`config.mk`:
```
export PLATFORM = sky130hd
export DESIGN_NAME = acc_datapath
export DESIGN_NICKNAME = d
export VERILOG_FILES = /design/src/rtl/acc_dp_pkg.sv /design/src/rtl/dp_bus_mux.sv /design/src/rtl/dp_arith.sv /design/src/rtl/dp_pc.sv /design/src/rtl/dp_mem.sv /design/src/rtl/acc_datapath.sv
export SDC_FILE = /design/constraint.sdc
export NUM_CORES = 2
export LEC_CHECK = 0
export BUFFER_PORTS_ARGS = -buffer_cell sky130_fd_sc_hd__buf_2
export CAP_MARGIN = 20
export CORE_MARGIN = 2
export CORE_UTILIZATION = 39
export DETAILED_ROUTE_END_ITERATION = 8
export PLACE_DENSITY_LB_ADDON = 0.12
export SLEW_MARGIN = 5
export SYNTH_ARGS = -nofsm -noshare
export SYNTH_HDL_FRONTEND = slang
export SYNTH_SLANG_ARGS = --single-unit
export TNS_END_PERCENT = 30
```
`constraint.sdc`:
```
create_clock -name clk_i -period 11.3 [get_ports clk_i]
set_input_delay 2.26 -clock clk_i [delete_from_list [all_inputs] [get_ports clk_i]]
set_output_delay 2.26 -clock clk_i [all_outputs]
set_load 0.02 [all_outputs]
```
`src/rtl/acc_dp_pkg.sv`:
```
package acc_dp_pkg;
  // bus source index; order is the bit order of the enable vector
  typedef enum int unsigned {
    SRC_ACC   = 0,
    SRC_CONST = 1,
    SRC_PC    = 2,
    SRC_PORT  = 3,
    SRC_MEM   = 4
  } bus_src_e;

  localparam int unsigned NUM_SRC = 5;
endpackage

```
`src/rtl/dp_bus_mux.sv`:
```
module dp_bus_mux #(
  parameter int unsigned W   = 8,
  parameter int unsigned NSRC = 5
) (
  input  logic [NSRC-1:0]        oe_i,
  input  logic [NSRC-1:0][W-1:0] src_i,
  output logic [W-1:0]           bus_o
);
  logic [NSRC-1:0][W-1:0] gated;

  // AND-OR bus: idle bus reads zero
  for (genvar g = 0; g < NSRC; g++) begin : g_gate
    assign gated[g] = src_i[g] & {W{oe_i[g]}};
  end

  always_comb begin
    bus_o = '0;
    for (int i = 0; i < NSRC; i++) bus_o = bus_o | gated[i];
  end
endmodule

```
`src/rtl/dp_arith.sv`:
```
module dp_arith #(
  parameter int unsigned W = 8
) (
  input  logic         clk_i,
  input  logic         rst_ni,
  input  logic         ld_abr_i,
  input  logic         ld_acc_i,
  input  logic         sub_i,
  input  logic [W-1:0] bus_i,
  output logic [W-1:0] abr_o,
  output logic [W-1:0] acc_o,
  output logic         eqz_o
);
  logic [W-1:0] abr_q, acc_q, sum;

  // single adder; two's complement subtract via inverted operand and carry-in
  always_comb begin
    sum = abr_q + (sub_i ? ~bus_i : bus_i) + W'(sub_i);
  end

  always_ff @(posedge clk_i or negedge rst_ni) begin
    if (!rst_ni) begin
      abr_q <= '0;
      acc_q <= '0;
    end else begin
      if (ld_abr_i) abr_q <= bus_i;
      if (ld_acc_i) acc_q <= sum;
    end
  end

  assign abr_o = abr_q;
  assign acc_o = acc_q;
  assign eqz_o = ~|acc_q;
endmodule

```
`src/rtl/dp_pc.sv`:
```
module dp_pc #(
  parameter int unsigned W = 8
) (
  input  logic         clk_i,
  input  logic         rst_ni,
  input  logic         ld_i,
  input  logic         inc_i,
  input  logic [W-1:0] bus_i,
  output logic [W-1:0] pc_o
);
  logic [W-1:0] pc_q;

  // load has priority over increment
  always_ff @(posedge clk_i or negedge rst_ni) begin
    if (!rst_ni)    pc_q <= '0;
    else if (ld_i)  pc_q <= bus_i;
    else if (inc_i) pc_q <= pc_q + W'(1);
  end

  assign pc_o = pc_q;
endmodule

```
`src/rtl/dp_mem.sv`:
```
module dp_mem #(
  parameter int unsigned W     = 8,
  parameter int unsigned DEPTH = 256,
  localparam int unsigned AW   = $clog2(DEPTH)
) (
  input  logic          clk_i,
  input  logic          rst_ni,
  input  logic          ld_mar_i,
  input  logic          we_i,
  input  logic [W-1:0]  bus_i,
  output logic [AW-1:0] mar_o,
  output logic [W-1:0]  rdata_o
);
  logic [AW-1:0] mar_q;
  logic [W-1:0]  mem_q [DEPTH];

  always_ff @(posedge clk_i or negedge rst_ni) begin
    if (!rst_ni)       mar_q <= '0;
    else if (ld_mar_i) mar_q <= bus_i[AW-1:0];
  end

  // storage has no reset
  always_ff @(posedge clk_i) begin
    if (we_i) mem_q[mar_q] <= bus_i;
  end

  assign mar_o   = mar_q;
  assign rdata_o = mem_q[mar_q];
endmodule

```
`src/rtl/acc_datapath.sv`:
```
module acc_datapath #(
  parameter int unsigned DATA_W    = 8,
  parameter int unsigned MEM_DEPTH = 256,
  localparam int unsigned ADDR_W   = $clog2(MEM_DEPTH)
) (
  input  logic              clk_i,
  input  logic              rst_ni,
  input  logic              ld_abr_i,
  input  logic              sub_i,
  input  logic              ld_acc_i,
  input  logic              oe_acc_i,
  input  logic              oe_const_i,
  input  logic              const_sel_i,
  input  logic              oe_pc_i,
  input  logic              ld_pc_i,
  input  logic              inc_pc_i,
  input  logic              we_mem_i,
  input  logic              oe_port_i,
  input  logic              oe_mem_i,
  input  logic              ld_mar_i,
  input  logic [DATA_W-1:0] port_data_i,
  output logic [DATA_W-1:0] bus_o,
  output logic [DATA_W-1:0] acc_o,
  output logic [DATA_W-1:0] pc_o,
  output logic [ADDR_W-1:0] mar_o,
  output logic              eqz_o
);
  import acc_dp_pkg::*;

  logic [NUM_SRC-1:0]             oe_vec;
  logic [NUM_SRC-1:0][DATA_W-1:0] src_vec;
  logic [DATA_W-1:0]              bus, abr, acc, pc, rdata;

  always_comb begin
    oe_vec            = '0;
    oe_vec[SRC_ACC]   = oe_acc_i;
    oe_vec[SRC_CONST] = oe_const_i;
    oe_vec[SRC_PC]    = oe_pc_i;
    oe_vec[SRC_PORT]  = oe_port_i;
    oe_vec[SRC_MEM]   = oe_mem_i;
    src_vec            = '0;
    src_vec[SRC_ACC]   = acc;
    src_vec[SRC_CONST] = DATA_W'(const_sel_i);
    src_vec[SRC_PC]    = pc;
    src_vec[SRC_PORT]  = port_data_i;
    src_vec[SRC_MEM]   = rdata;
  end

  dp_bus_mux #(.W(DATA_W), .NSRC(NUM_SRC)) u_bus (
    .oe_i (oe_vec),
    .src_i(src_vec),
    .bus_o(bus)
  );

  dp_arith #(.W(DATA_W)) u_arith (
    .clk_i   (clk_i),
    .rst_ni  (rst_ni),
    .ld_abr_i(ld_abr_i),
    .ld_acc_i(ld_acc_i),
    .sub_i   (sub_i),
    .bus_i   (bus),
    .abr_o   (abr),
    .acc_o   (acc),
    .eqz_o   (eqz_o)
  );

  dp_pc #(.W(DATA_W)) u_pc (
    .clk_i (clk_i),
    .rst_ni(rst_ni),
    .ld_i  (ld_pc_i),
    .inc_i (inc_pc_i),
    .bus_i (bus),
    .pc_o  (pc)
  );

  dp_mem #(.W(DATA_W), .DEPTH(MEM_DEPTH)) u_mem (
    .clk_i   (clk_i),
    .rst_ni  (rst_ni),
    .ld_mar_i(ld_mar_i),
    .we_i    (we_mem_i),
    .bus_i   (bus),
    .mar_o   (mar_o),
    .rdata_o (rdata)
  );

  assign bus_o = bus;
  assign acc_o = acc;
  assign pc_o  = pc;
endmodule

```
==> flow_summary.rst <==
.. list-table::
   :header-rows: 1

   * - Metric
     - Value
   * - FMAX
     - 0.1176 GHz
   * - Antenna viol nets, final
     - 0
   * - Syn Nets
     - 3748
   * - MaxCap Viol Count
     - 0
   * - Post-synthesis sequential element count
     - 2080
   * - Die area
     - 0.2127 sq mm
   * - CP Launch Point
     - u_mem.mar_o[1]
   * - Startpoint of the lowest-slack hold path
     - u_arith.abr_o[5]
   * - Status
     - finished clean
   * - Distinct cell type count after synthesis
     - 72
   * - Unrepaired setup endpoints after global routing
     - false
   * - Antenna violations before repair
     - 11
   * - Share of layout cells above drive strength 1
     - 27.67%
   * - Final sum of negative setup slack
     - 0 ps
   * - Wire length of the first global-routing pass
     - 316000 um
   * - Commonest cells after routing, fill and taps aside
     - sky130_fd_sc_hd__edfxtp_1 (2048), sky130_fd_sc_hd__mux4_2 (569), sky130_fd_sc_hd__nor2_1 (288)
   * - DRT Pass-1 Iters
     - 6
   * - Crit path largest cell delay
     - 930 ps
   * - Rows
     - 167
   * - Count of hold-fix buffers inserted at cts
     - 0
   * - Number of standard cells after synthesis
     - 3717
   * - Port buffer count
     - 55
   * - Pin count of the biggest net entering global routing
     - 124
   * - Initial cell density of the core
     - 39.28%
   * - Pin slew with the least headroom to its limit
     - 1155 ps
   * - Cell type with the highest occurrence count on the critical path
     - sky130_fd_sc_hd__mux4_2
   * - Leakage power total
     - 28.89 nW
   * - Final count of negative-setup-slack endpoints
     - 0
   * - Power per Cell Area
     - 274.4 mW/mm^2
   * - Insertion delay to the later sink of the worst-skew pair
     - 860 ps
   * - Signal arrival time at the worst endpoint
     - 6240 ps
   * - Number of enable-type register cells in the synthesized netlist
     - 2048
   * - Cell type with the largest total area after synthesis
     - sky130_fd_sc_hd__edfxtp_1
   * - Endpoint type of the worst setup path
     - output port
   * - Total grt overflow
     - 0
   * - HP Class
     - reg -> reg
   * - Post-CTS Setup Repair Bufs
     - 0
   * - Async set or reset register ratio after synthesis
     - 1.538%
   * - Most area-consuming cells after synthesis
     - sky130_fd_sc_hd__edfxtp_1 (75%), sky130_fd_sc_hd__mux4_2 (16%), sky130_fd_sc_hd__nor2_1 (1.3%)
   * - H-tree depth
     - 4
   * - Clock transition at path regs
     - 60 ps
   * - Worst Setup Start Kind
     - flip-flop
   * - Proportion of netlist area held by the largest area contributor
     - 75.46%
   * - I/O pin cnt
     - 56
   * - Combined buffer and inverter count along the critical path
     - 3
   * - Max Transition Viols Final
     - 0
   * - Count of unresolved DRC violations after routing
     - 0
   * - Slack of the critical path
     - 2799 ps
   * - Final Cell Area
     - 0.09232 sq mm
   * - Post-placement setup slack
     - 3893 ps
   * - Crit share post-route
     - 75.23%
   * - Number of sinks driven by the clock tree
     - 2080
   * - Horizontal die dimension
     - 461.1 um
   * - Count of routing violations after the opening detailed-route iteration
     - 4377
   * - # fillers
     - 17565
   * - Total track usage
     - 21.28%
   * - Normalized max-slew margin
     - 22.68%
   * - Total wire length
     - 225300 um
   * - Required @ worst endpoint
     - 9040 ps
   * - IR Drop Worst-Case VDD
     - 189.4 uV
   * - Setup Crit Path Kind
     - reg -> out
   * - Vias
     - 38972
   * - GP Congestion
     - 0.7982
   * - Per-cell routed wire length
     - 32.80 um
   * - Number of vias per cell after detailed routing
     - 5.674
   * - Largest clock skew in the final design
     - 34.01 ps
   * - Yosys warns
     - 0
   * - Placeable core region
     - 0.2075 sq mm
   * - DP HPWL
     - 137400 um
   * - Syn_area_per_cell
     - 21.93 sq um
   * - Crit path cell chain
     - buf_12, mux4_2, mux4_2, mux2_2, a221oi_1, nor3_1, a311oi_1, o21a_2, inv_8, buf_2
   * - Max clock buf depth
     - 3
   * - Number of buffers added by the clock tree synthesis step
     - 212
   * - Post-Syn Area
     - 0.08150 sq mm
   * - CP max stage cell
     - sky130_fd_sc_hd__dfrtp_4
   * - Dpl cell area
     - 0.08525 sq mm
   * - Vias in the first global route
     - 39348
   * - Register area share after synthesis
     - 76.44%
   * - Final net count
     - 3924
   * - CTS Root Cell
     - sky130_fd_sc_hd__clkbuf_16
   * - Kind of cell adding the most delay to the critical path
     - compound AO/OA/AOI/OAI gates
   * - TritonCTS clock tree
     - done
   * - Area of the multi-input gates
     - 0.01800 sq mm
   * - Post_cts resized
     - 0
   * - Final critical delay including setup and external delays
     - 8501 ps
   * - Final hold violation count
     - 0
   * - Area Overhead vs Synth
     - 13.27%
   * - Highest fanout seen on the critical path
     - 114
   * - Top FF cell, synth
     - sky130_fd_sc_hd__edfxtp_1
   * - R2R Path Start
     - u_mem.mar_o[1]
   * - Sequential cell area
     - 0.06232 sq mm
   * - Die height
     - 461.1 um
   * - Leading cell type in the layout, fill and taps excluded
     - sky130_fd_sc_hd__edfxtp_1
==> where the power goes <==
| part | switching (W) | internal (W) | total (W) |
|---|---|---|---|
| clock network | 0.00299 | 0.00407 | 0.00705 |
| logic | 0.00524 | 0.00277 | 0.00801 |
| registers | 0.000241 | 0.0100 | 0.0103 |
| total | 0.00847 | 0.0169 | 0.0253 |
==> layout make-up <==
| type | instances | area share [%] |
|---|---|---|
| multi-input cells | 1396 | 19.50 |
| inverters | 18 | 0.1057 |
| diodes | 3 | 0.008132 |
| clock inverters | 141 | 1.414 |
| clock buffers | 257 | 6.111 |
| well taps | 2788 | 3.779 |
| flip-flops and latches | 2080 | 67.50 |
| repair buffers | 185 | 1.579 |
==> Yosys cell counts (3+ instances only) <==
master                      count
sky130_fd_sc_hd__nand3b_1       3
sky130_fd_sc_hd__nand2b_1       8
sky130_fd_sc_hd__edfxtp_1    2048
sky130_fd_sc_hd__a31oi_1        7
sky130_fd_sc_hd__nor2b_1       22
sky130_fd_sc_hd__a22oi_1       43
sky130_fd_sc_hd__o22ai_1        3
sky130_fd_sc_hd__a21o_1         6
sky130_fd_sc_hd__or4_1          5
sky130_fd_sc_hd__nand4_1       17
sky130_fd_sc_hd__nand4bb_1      4
sky130_fd_sc_hd__o21ai_0       16
sky130_fd_sc_hd__xnor2_1       10
sky130_fd_sc_hd__buf_6         30
sky130_fd_sc_hd__and2_1         3
sky130_fd_sc_hd__nor3b_1        3
sky130_fd_sc_hd__a211oi_1      12
sky130_fd_sc_hd__buf_2         57
sky130_fd_sc_hd__mux4_2       569
sky130_fd_sc_hd__buf_4         38
sky130_fd_sc_hd__a32oi_1       10
sky130_fd_sc_hd__clkbuf_1      82
sky130_fd_sc_hd__dfrtp_1       32
sky130_fd_sc_hd__a21oi_1       37
sky130_fd_sc_hd__nand3_1       53
sky130_fd_sc_hd__mux2_2        15
sky130_fd_sc_hd__nor3_1         8
sky130_fd_sc_hd__inv_1         16
sky130_fd_sc_hd__a22o_1         6
sky130_fd_sc_hd__buf_1         16
sky130_fd_sc_hd__ha_1           7
sky130_fd_sc_hd__mux2i_1      105
sky130_fd_sc_hd__xor2_1         8
sky130_fd_sc_hd__nor2_1       289
sky130_fd_sc_hd__a221oi_1       6
sky130_fd_sc_hd__and3_1         5
sky130_fd_sc_hd__nand2_1       61
sky130_fd_sc_hd__a222oi_1       7
sky130_fd_sc_hd__a41oi_1        4
==> logic make-up after synthesis <==
family	share of synthesized area, %
buf+inv	1.649
simple gates	2.719
mux	17.22
compound gates	1.649
flops	76.44
fa+ha+maj	0.1320
xor+xnor	0.1934
==> path summary, 6_finish.rpt <==
check | end | slack [ps] | cells after the start
min reg2reg | u_arith.abr_o[5] | 520 | 1
max reg2reg | u_arith.acc_o[5] | 4550 | 17
min | u_arith.abr_o[5] | 520 | 1
max | bus_o[3] | 2800 | 10
max in group asynchronous | u_mem.mar_o[1] | 9080 | 1
min in group asynchronous | u_arith.abr_o[7] | 1540 | 1
==> registers in the layout, indices dropped and copies added, names as in the netlist <==
name,cells
u_arith.acc_o,8
u_pc.pc_o,8
u_arith.abr_o,8
u_mem.mem_q,2048
u_mem.mar_o,8
==> per-stage QoR <==
stage	power [W]	hold WS (ps)	instances	utilization, %
global route	0.02622	538.5	6866	44.49
CTS	0.02555	525.6	6855	44.43
floorplan	0.01556	487.4	3717	-
finish	0.02533	522.6	6868	44.49
global placement	0.01843	502.8	6448	41.03
detailed placement	0.01851	512.3	6457	41.08
==> layer usage <==
layer | vias up | routed length (um) | GRT usage (%)
li1 | 16009 | - | -
met1 | 21317 | 99850 | 30.71
met2 | 1315 | 105700 | 33.26
met3 | 331 | 13260 | 3.661
met4 | 0 | 6445 | 6.245
met5 | - | 0 | 0
==> worst reg2reg max path, cell delays in order (launching register included) <==
cell	delay, ps
sky130_fd_sc_hd__dfrtp_4	930
sky130_fd_sc_hd__buf_4	550
sky130_fd_sc_hd__buf_4	720
sky130_fd_sc_hd__mux4_2	440
sky130_fd_sc_hd__mux4_2	580
sky130_fd_sc_hd__nand3_1	190
sky130_fd_sc_hd__nand3_1	180
sky130_fd_sc_hd__a2111oi_2	520
sky130_fd_sc_hd__nand4_1	190
sky130_fd_sc_hd__a21oi_2	360
sky130_fd_sc_hd__o21ai_4	110
sky130_fd_sc_hd__buf_4	360
sky130_fd_sc_hd__xor2_1	240
sky130_fd_sc_hd__ha_1	370
sky130_fd_sc_hd__nand2_1	100
sky130_fd_sc_hd__o21ai_0	150
sky130_fd_sc_hd__or4_1	440
sky130_fd_sc_hd__a31o_1	210
Note: power is estimated with default switching activity, not from simulation.
